[config.mk]
export PLATFORM = sky130hd
export DESIGN_NAME = dsq_phase_seq
export DESIGN_NICKNAME = d
export VERILOG_FILES = /design/src/rtl/dsq_pkg.sv /design/src/rtl/dsq_tick_div.sv /design/src/rtl/dsq_span_timer.sv /design/src/rtl/dsq_deint_cnt.sv /design/src/rtl/dsq_seq_fsm.sv /design/src/rtl/dsq_result_out.sv /design/src/rtl/dsq_phase_seq.sv
export SDC_FILE = /design/constraint.sdc
export NUM_CORES = 1
export LEC_CHECK = 0
export BUFFER_PORTS_ARGS = -buffer_cell sky130_fd_sc_hd__buf_2
export CAP_MARGIN = 20
export CORE_AREA = 2 2 87 81
export CTS_CLUSTER_SIZE = 8
export DETAILED_ROUTE_END_ITERATION = 7
export DIE_AREA = 0 0 89 83
export PLACE_DENSITY = 0.74
export SLEW_MARGIN = 10
export SYNTH_ARGS = -nofsm -noshare
export SYNTH_HDL_FRONTEND = slang
export SYNTH_SLANG_ARGS = --single-unit
[constraint.sdc]
create_clock -name clk_osc -period 3.14 [get_ports clk_osc]
set_clock_uncertainty 0.05 [all_clocks]
set_input_delay 0 -clock clk_osc [delete_from_list [all_inputs] [get_ports clk_osc]]
set_output_delay 0 -clock clk_osc [all_outputs]
set_load 0.01 [all_outputs]
[src/rtl/dsq_pkg.sv]
package dsq_pkg;
  typedef enum logic [1:0] {
    PH_IZ    = 2'b00,
    PH_AZ    = 2'b01,
    PH_INT   = 2'b10,
    PH_DEINT = 2'b11
  } phase_e;
endpackage

[src/rtl/dsq_tick_div.sv]
module dsq_tick_div #(
  parameter int DIV = 4
) (
  input  logic clk,
  input  logic rst_n,
  output logic tick
);
  localparam int DW = (DIV > 1) ? $clog2(DIV) : 1;
  localparam logic [DW-1:0] LAST = DW'(DIV - 1);

  logic [DW-1:0] cnt_q;

  assign tick = (cnt_q == LAST);

  always_ff @(posedge clk or negedge rst_n) begin
    if (!rst_n) cnt_q <= '0;
    else if (tick) cnt_q <= '0;
    else cnt_q <= cnt_q + 1'b1;
  end
endmodule

[src/rtl/dsq_span_timer.sv]
module dsq_span_timer #(
  parameter int LV_W   = 8,
  parameter int FINE_W = 8
) (
  input  logic            clk,
  input  logic            rst_n,
  input  logic            tick,
  input  logic            reload,
  input  logic            take_new,
  input  logic            run_en,
  input  logic [LV_W-1:0] lv_i,
  output logic            done
);
  localparam int TW = LV_W + FINE_W;

  logic [LV_W-1:0] lv_q;
  logic [TW-1:0]   cnt_q;
  logic [LV_W-1:0] lv_sel;

  assign lv_sel = take_new ? lv_i : lv_q;
  assign done   = tick && run_en && (cnt_q == '0);

  always_ff @(posedge clk or negedge rst_n) begin
    if (!rst_n) begin
      lv_q  <= '0;
      cnt_q <= '0;
    end else if (reload) begin
      if (take_new) lv_q <= lv_i;
      // span minus one: complement of the load value above an all-ones fine part
      cnt_q <= {~lv_sel, {FINE_W{1'b1}}};
    end else if (tick && run_en && cnt_q != '0) begin
      cnt_q <= cnt_q - 1'b1;
    end
  end
endmodule

[src/rtl/dsq_deint_cnt.sv]
module dsq_deint_cnt #(
  parameter int RES_W = 16
) (
  input  logic             clk,
  input  logic             rst_n,
  input  logic             clr,
  input  logic             inc,
  output logic [RES_W-1:0] cnt,
  output logic             full
);
  logic [RES_W-1:0] cnt_q;

  assign cnt  = cnt_q;
  assign full = &cnt_q;

  always_ff @(posedge clk or negedge rst_n) begin
    if (!rst_n) cnt_q <= '0;
    else if (clr) cnt_q <= '0;
    else if (inc && !full) cnt_q <= cnt_q + 1'b1;
  end
endmodule

[src/rtl/dsq_seq_fsm.sv]
module dsq_seq_fsm
  import dsq_pkg::*;
(
  input  logic   clk,
  input  logic   rst_n,
  input  logic   tick,
  input  logic   run_n,
  input  logic   cmp_i,
  input  logic   span_done,
  input  logic   cnt_full,
  output phase_e state,
  output logic   tmr_reload,
  output logic   tmr_take_new,
  output logic   tmr_run,
  output logic   cnt_clr,
  output logic   cnt_inc,
  output logic   publish,
  output logic   ovr,
  output logic   pol
);
  phase_e state_q, state_d;
  logic   cmp_q;
  logic   pend_q, pend_d;
  logic   ovr_q, ovr_d;
  logic   pol_q, pol_d;
  logic   fall;

  assign fall  = tick && cmp_q && !cmp_i;
  assign state = state_q;
  assign ovr   = ovr_q;
  assign pol   = pol_q;

  always_comb begin
    state_d      = state_q;
    pend_d       = pend_q;
    ovr_d        = ovr_q;
    pol_d        = pol_q;
    tmr_reload   = 1'b0;
    tmr_take_new = 1'b0;
    cnt_clr      = 1'b0;
    cnt_inc      = 1'b0;
    publish      = 1'b0;
    tmr_run      = !run_n && (state_q == PH_AZ || state_q == PH_INT);
    if (run_n) begin
      state_d      = PH_AZ;
      tmr_reload   = 1'b1;
      tmr_take_new = 1'b1;
      pend_d       = 1'b0;
    end else begin
      unique case (state_q)
        PH_IZ: begin
          if (tick && cmp_i) begin
            state_d      = PH_AZ;
            tmr_reload   = 1'b1;
            tmr_take_new = 1'b1;
            publish      = pend_q;
            pend_d       = 1'b0;
          end
        end
        PH_AZ: begin
          if (span_done) begin
            state_d    = PH_INT;
            tmr_reload = 1'b1;
          end
        end
        PH_INT: begin
          if (span_done) begin
            state_d = PH_DEINT;
            cnt_clr = 1'b1;
            pol_d   = cmp_i;
          end
        end
        PH_DEINT: begin
          if (fall) begin
            state_d = PH_IZ;
            pend_d  = 1'b1;
            ovr_d   = 1'b0;
          end else if (tick && cnt_full) begin
            state_d = PH_IZ;
            pend_d  = 1'b1;
            ovr_d   = 1'b1;
          end else begin
            cnt_inc = tick;
          end
        end
        default: state_d = PH_IZ;
      endcase
    end
  end

  always_ff @(posedge clk or negedge rst_n) begin
    if (!rst_n) begin
      state_q <= PH_IZ;
      cmp_q   <= 1'b0;
      pend_q  <= 1'b0;
      ovr_q   <= 1'b0;
      pol_q   <= 1'b0;
    end else begin
      state_q <= state_d;
      pend_q  <= pend_d;
      ovr_q   <= ovr_d;
      pol_q   <= pol_d;
      if (tick) cmp_q <= cmp_i;
    end
  end
endmodule

[src/rtl/dsq_result_out.sv]
module dsq_result_out #(
  parameter int W = 18
) (
  input  logic         clk,
  input  logic         rst_n,
  input  logic         publish,
  input  logic [W-1:0] word,
  input  logic         ready,
  output logic         valid,
  output logic [W-1:0] data
);
  always_ff @(posedge clk or negedge rst_n) begin
    if (!rst_n) begin
      valid <= 1'b0;
      data  <= '0;
    end else if (publish) begin
      valid <= 1'b1;
      data  <= word;
    end else if (valid && ready) begin
      valid <= 1'b0;
    end
  end
endmodule

[src/rtl/dsq_phase_seq.sv]
module dsq_phase_seq
  import dsq_pkg::*;
#(
  parameter int DIV    = 4,
  parameter int LV_W   = 8,
  parameter int FINE_W = 8,
  parameter int RES_W  = 16
) (
  input  logic             clk_osc,
  input  logic             rst_n,
  input  logic             run_n,
  input  logic             cmp_i,
  input  logic [LV_W-1:0]  load_val,
  output logic             phase_a,
  output logic             phase_b,
  output logic             dv_n,
  output logic             res_valid,
  input  logic             res_ready,
  output logic [RES_W+1:0] res_data
);
  localparam int WW = RES_W + 2;

  logic             tick;
  logic             span_done;
  logic             tmr_reload, tmr_take_new, tmr_run;
  logic             cnt_clr, cnt_inc, cnt_full;
  logic [RES_W-1:0] cnt;
  logic             publish;
  logic             ovr, pol;
  phase_e           state;
  logic [WW-1:0]    word;

  dsq_tick_div #(.DIV(DIV)) u_div (
    .clk(clk_osc), .rst_n(rst_n), .tick(tick)
  );

  dsq_span_timer #(.LV_W(LV_W), .FINE_W(FINE_W)) u_span (
    .clk(clk_osc), .rst_n(rst_n), .tick(tick), .reload(tmr_reload),
    .take_new(tmr_take_new), .run_en(tmr_run), .lv_i(load_val), .done(span_done)
  );

  dsq_deint_cnt #(.RES_W(RES_W)) u_cnt (
    .clk(clk_osc), .rst_n(rst_n), .clr(cnt_clr), .inc(cnt_inc),
    .cnt(cnt), .full(cnt_full)
  );

  dsq_seq_fsm u_fsm (
    .clk(clk_osc), .rst_n(rst_n), .tick(tick), .run_n(run_n), .cmp_i(cmp_i),
    .span_done(span_done), .cnt_full(cnt_full), .state(state),
    .tmr_reload(tmr_reload), .tmr_take_new(tmr_take_new), .tmr_run(tmr_run),
    .cnt_clr(cnt_clr), .cnt_inc(cnt_inc), .publish(publish), .ovr(ovr), .pol(pol)
  );

  assign word = {ovr, pol, cnt};

  dsq_result_out #(.W(WW)) u_out (
    .clk(clk_osc), .rst_n(rst_n), .publish(publish), .word(word),
    .ready(res_ready), .valid(res_valid), .data(res_data)
  );

  assign {phase_a, phase_b} = state;
  assign dv_n = (state != PH_AZ);
endmodule

==> impl_metrics.yaml, run 1 <==
placed_design:
  gp_congestion: 0.944
  dpl.hpwl_mm: 4.67
  portBuffers: 34
  dp_cells: 432
die:
  core_area_mm2: 0.00645
  start_util: 0.538
  fp.dieW_um: 89
  fp.dieH_um: 83
  fp.dieArea_mm2: 0.00739
  std_cell_rows: 28
  io_pins: 35
synth:
  synth_xor_area_frac: 0.0505
  synthArstFlopShare: 1.00
  synth_edf_count: 0
  synth_cell_types: 55
  synth_cells: 319
  yosys-top-cells-count: "67 x dfrtp_1, 38 x nor2_1, 29 x nand2_1, 20 x mux2_2, 17 x xnor2_1"
  yosys.area.top_type: "dfrtp_1"
  synth_compound_gate_area_share: 0.0906
  synth.area.top_cells: "dfrtp_1 48%, mux2_2 6.5%, xnor2_1 4.3%, nor2_1 4.1%, ha_1 3.2%"
  synth_top_family_by_area: "simple AND/OR/NAND/NOR gates"
  seq_area_frac_synth: 0.484
  yosysMostFrequentCell: "dfrtp_1"
  post-synth-top-area-fraction: 0.484
  ys_warn_count: 0
  syn-num-nets: 341
  syn_avg_cell_area_um2: 10.9
  ys.flop_type: "dfrtp_1"
  synthAdderAreaFrac: 0.0325
  syn_area_mm2: 0.00347
  synthMuxAreaShare: 0.0895
  synth_seq_cells: 67
  synth_simple_gate_area_frac: 0.207
clocking:
  clockBufferDepth: 2
  h-tree-depth: 3
  cts_tree: "built"
  cts_made_buffers: 9
  clk-insertion-delay-late_ns: 0.34
  clock_sinks: 67
  clk_pin_slew_ns: 0.07
  clockRootBuffer: "clkbuf_8"
outcome:
  status: "complete, no violations"
drt:
  first_pass_iters: 4
  vias: 2498
  wl_mm: 6.78
  wire_per_inst_um: 14.7
  post_drt_via_cell_ratio: 5.43
  drc_errors: 0
  antenna_left: 0
  dr.first_iter.drc_count: 124
worst_setup_path:
  cp-start-kind: "flop"
  critPathCaptureType: "flop"
  worstPathArrival_ns: 2.51
  reg2reg_slack_ns: 0.81
  critical_path_class: "flop to flop"
  worstPathMaxFanout: 17
  worstPathRequired_ns: 3.32
global_route:
  grt_max_degree: 47
  grt_usage: 0.202
  grt_pass1_vias: 2455
  grt_pass1_wl_mm: 11.7
  overflow: 0
  antenna_found_initial: 0
timing:
  finalSetupViolCount: 0
  rsz0062_at_grt: "no"
  min_period_over_period: 0.741
  slew_viol_final: 0
  fin_tns_setup_ns: 0
  slew_headroom: 0.499
  tightest_slew_ns: 0.750
  fin_crit_ns: 2.33
  hold_viol: 0
  fmax_ghz: 0.430
min_path:
  hold_class: "input pin to asynchronous set/reset pin"
job:
  drv_cap: 0
cells_and_area:
  layout-drive-gt1-share: 0.243
  n_antenna_cell: 0
  final_nets: 388
  area_growth_pct: 15.7
  layout.cells.non_filler: 460
power:
  leakage_nw: 1.89
  p_per_area_mw_per_mm2: 500
  ir_drop_mv: 0.332
[sequential cells by signal, summed over array words and instances (netlist names)]
signal        cells
u_out.data       18
u_cnt.cnt        16
u_span.cnt_q     16
u_span.lv_q       8
u_div.cnt_q       2
u_fsm.state       2
u_fsm.cmp_q       1
u_fsm.ovr         1
u_fsm.pend_q      1
u_fsm.pol         1
u_out.valid       1
[cells by family (layout without fill, tap and decap cells)]
kind of cell	after synthesis	after routing
AO/OA/AOI/OAI	38	38
multiplexers	28	28
AND/OR/NAND/NOR	131	131
adder cells (fa/ha/maj)	9	9
buffers and inverters	26	77
XOR/XNOR	20	20
flip-flops	67	67
[area by class of cell]
class / instances / area (um^2)
sequential: 67 / 1680
tap: 90 / 113
clock inverter: 4 / 50.0
inverter: 11 / 41.3
fill: 548 / 2440
clock buffer: 11 / 151
multi-input combinational: 226 / 1630
timing repair buffer: 51 / 348
[timing repair]
item	CTS	global route
buffers inserted	0	0
endpoints found under the hold margin	63	0
resized for setup	0	0
hold buffers	12	0
[critical path, cell delays in order (launching register included)]
cell     delay (ns)
dfrtp_1        0.41
inv_1          0.10
ha_1           0.31
and3b_1        0.35
and3_4         0.29
and3_1         0.15
buf_4          0.22
mux2_2         0.35
[report_power, final]
part,total [mW],internal (mW),switching (mW)
registers,0.974,0.915,0.0593
logic,0.306,0.135,0.171
clock network,0.723,0.404,0.319
total,2.00,1.45,0.550
[through the flow]
step | area (um^2) | power (mW) | worst slack, ns | hold slack [ns] | util
finish | 4010 | 2.00 | 0.813 | 0.116 | 0.622
global route | 4010 | 2.11 | 0.647 | 0.162 | 0.622
CTS | 3980 | 2.03 | 0.800 | 0.330 | 0.618
detailed placement | 3660 | 1.28 | 0.801 | 0.156 | 0.568
global placement | 3660 | 1.27 | 0.875 | 0.147 | 0.568
floorplan | 3470 | 1.18 | 0.931 | -0.346 | -
[final timing paths]
| path | startpoint | to | depth (start not counted) |
|---|---|---|---|
| setup / recovery | u_fsm.state[1] | u_fsm.pol | 7 |
| hold reg to reg | u_div.cnt_q[0] | u_div.cnt_q[0] | 1 |
| hold / removal | rst_n | u_cnt.cnt[5] | 2 |
| setup reg to reg | u_fsm.state[1] | u_fsm.pol | 7 |
| max in group asynchronous | rst_n | u_span.cnt_q[13] | 3 |
| min in group clk_osc | load_val[2] | u_span.lv_q[2] | 4 |
[routing by layer]
metal,wire [um],part of all wire,up-vias,global-route usage
met5,0,0,-,0
met4,146,0.022,0,0.0936
met3,295,0.044,13,0.0398
met2,3050,0.45,71,0.288
met1,3280,0.48,1181,0.294
li1,-,-,1233,-
[layout by cell type (no fill, tap or decap), drive strengths merged, types with 2 or more instances in the layout]
master,n
a211o,2
a211oi,4
a21o,2
a21oi,3
a31oi,3
and3,7
and3b,2
and4,3
buf,39
clkbuf,11
clkinvlp,2
dfrtp,67
dlygate4sd3,12
ha,9
inv,11
mux2,21
mux2i,7
nand2,29
nand2b,4
nand3,8
nand4,10
nor2,38
nor3,12
nor4,8
o2111ai,2
o211ai,2
o21ai,7
o22ai,4
o2bb2ai,2
or3,4
xnor2,17
xor2,3
(Power assumes the default switching activity.)
==> run 2, diff against run 1 <==
--- a/config.mk
+++ b/config.mk
@@ -7,10 +7,10 @@
 export LEC_CHECK = 0
 export BUFFER_PORTS_ARGS = -buffer_cell sky130_fd_sc_hd__buf_2
 export CAP_MARGIN = 20
-export CORE_AREA = 2 2 87 81
+export CORE_AREA = 2 2 89 82
 export CTS_CLUSTER_SIZE = 8
 export DETAILED_ROUTE_END_ITERATION = 7
-export DIE_AREA = 0 0 89 83
+export DIE_AREA = 0 0 91 84
 export PLACE_DENSITY = 0.74
 export SLEW_MARGIN = 10
 export SYNTH_ARGS = -nofsm -noshare
==> constraint.sdc (replaced) <==
create_clock -name clk_osc -period 1.97 [get_ports clk_osc]
set_clock_uncertainty 0.05 [all_clocks]
set_input_delay 0 -clock clk_osc [delete_from_list [all_inputs] [get_ports clk_osc]]
set_output_delay 0 -clock clk_osc [all_outputs]
set_load 0.01 [all_outputs]
==> run 2 against run 1 <==
Against the previous run:
- cell count rose by 9.3%
- register-to-register slack got worse by 0.80 ns
- combinational power rose by 120%
- global-route usage rose by 0.90 points
- sequential cell count unchanged
- maximum frequency is 19% higher
- critical path type unchanged
==> impl_metrics.yaml, run 2 (synthesized netlist as in run 1, its figures left out) <==
die:
  std_cell_rows: 29
  fp.dieArea_mm2: 0.00764
  fp.dieW_um: 91
  fp.dieH_um: 84
  io_pins: 35
  core_area_mm2: 0.00682
  start_util: 0.508
placed_design:
  dpl-instance-area_mm2: 0.00403
  dpl.hpwl_mm: 5.41
  portBuffers: 34
  gp_congestion: 0.908
power:
  p_per_area_mw_per_mm2: 786
  leakage_nw: 2.11
  ir_drop_mv: 0.615
timing:
  slew_headroom: 0.625
  hold_viol: 0
  rsz0062_at_grt: "yes"
  min_period_over_period: 0.992
  tightest_slew_ns: 0.563
  fmax_ghz: 0.512
  slew_viol_final: 0
  fin_crit_ns: 1.95
  finalSetupViolCount: 0
cells_and_area:
  final_common_cell: "dfrtp_1"
  largest_reg_flops: 18
  top_register: "u_out.data"
  layout-drive-gt1-share: 0.356
  area_growth_pct: 28.0
  layout_common_cells: "63 x dfrtp_1, 41 x buf_4, 38 x nor2_1"
  n_antenna_cell: 0
  postLayoutCoreUtil: 0.650
  final_nets: 427
  final_area_mm2: 0.00444
drt:
  wl_mm: 7.50
  post_drt_via_cell_ratio: 5.34
  first_pass_iters: 5
  vias: 2684
  drc_errors: 0
  dr.first_iter.drc_count: 151
  wire_per_inst_um: 14.9
  antenna_left: 0
worst_setup_path:
  cp-start-kind: "flop"
  slowest_delay_ns: 0.44
  reg2reg_slack_ns: 0.02
  reg2reg_from: "u_fsm.state[0]"
  critical-path-slowest-cell: "nor4_1"
  critPathTopFamily: "simple AND/OR/NAND/NOR gates"
  worstPathRequired_ns: 2.15
  critPathCaptureType: "flop"
  critical_path_class: "flop to flop"
  cp_cell_sequence: "ha_1 > and3b_1 > nand4_1 > nor4_1 > xnor2_1 > nor2_1"
  worstPathArrival_ns: 2.13
  worstPathMaxFanout: 5
  r2r_cells: 6
  critPathBufInv: 0
  r2r_end: "u_cnt.cnt[11]"
global_route:
  grt_max_degree: 29
  grt_pass1_wl_mm: 12.9
  antenna_found_initial: 0
  grt_pass1_vias: 2718
  grt_usage: 0.211
  overflow: 0
job:
  drv_cap: 0
clocking:
  cts_tree: "built"
  h-tree-depth: 3
  clockRootBuffer: "clkbuf_8"
  clock_sinks: 67
  cts_made_buffers: 9
  clk-insertion-delay-late_ns: 0.34
  clk_pin_slew_ns: 0.07
  clockBufferDepth: 2
outcome:
  status: "complete, no violations"
min_path:
  hold_class: "input pin to asynchronous set/reset pin"
-- run 2: worst max-delay path by stage --
stage | from | end | slack, ns | cells after the start
finish | u_fsm.state[0] | u_cnt.cnt[11] | 0.02 | 6
floorplan | u_fsm.state[0] | u_span.cnt_q[14] | -0.1 | 10
detailed placement | u_div.cnt_q[0] | u_span.cnt_q[11] | -0.05 | 6
CTS | u_span.cnt_q[1] | u_span.cnt_q[14] | 0.02 | 8
global route | u_span.cnt_q[1] | u_span.cnt_q[14] | -0.07 | 7
global placement | u_div.cnt_q[0] | u_span.cnt_q[12] | -0.007 | 6
-- run 2: final cells by class --
type / instances / area [um^2]
Sequential cell: 67 / 1680
Clock buffer: 12 / 155
Tap cell: 93 / 116
Fill cell: 560 / 2390
Timing Repair Buffer: 90 / 658
Inverter: 11 / 41.3
Clock inverter: 4 / 72.6
Multi-Input combinational cell: 226 / 1710
-- run 2: stage by stage --
step	setup TNS [ns]	power, mW	setup slack (ns)	hold WS (ns)	std cells
6_report	0	3.49	0.0166	0.130	503
5_1_grt	-0.360	3.66	-0.0668	0.185	503
4_1_cts	0	3.52	0.0187	0.150	503
3_5_place_dp	-0.156	2.19	-0.0511	-0.0143	474
3_3_place_gp	-0.00717	2.17	-0.00717	-0.0189	474
2_1_floorplan	-0.315	1.92	-0.0955	-0.346	319
-- run 2: worst reg2reg max path, stage by stage (launching register included) --
cell and delay, ns:
dfrtp_2 0.39, ha_1 0.23, and3b_1 0.23, nand4_1 0.28, nor4_1 0.44, xnor2_1 0.17, nor2_1 0.05
-- run 2: metal layers --
| metal | track usage | part of all wire | vias up |
|---|---|---|---|
| li1 | - | - | 1307 |
| met1 | 0.267 | 0.45 | 1309 |
| met2 | 0.347 | 0.49 | 61 |
| met3 | 0.0687 | 0.045 | 7 |
| met4 | 0.0592 | 0.013 | 0 |
| met5 | 0 | 0 | - |
-- run 2: repair_timing --
action	in CTS	in global routing
hold buffers	12	0
endpoints found under the hold margin	40	0
pin swaps	0	3
setup buffers	1	0
gates resized for setup	2	10
endpoints found under the setup margin	7	14
-- run 2: power breakdown --
part | internal, mW | switching (mW) | leakage (nW)
registers | 1.46 | 0.0733 | 0.841
logic | 0.319 | 0.340 | 1.15
clock network | 0.780 | 0.513 | 0.113
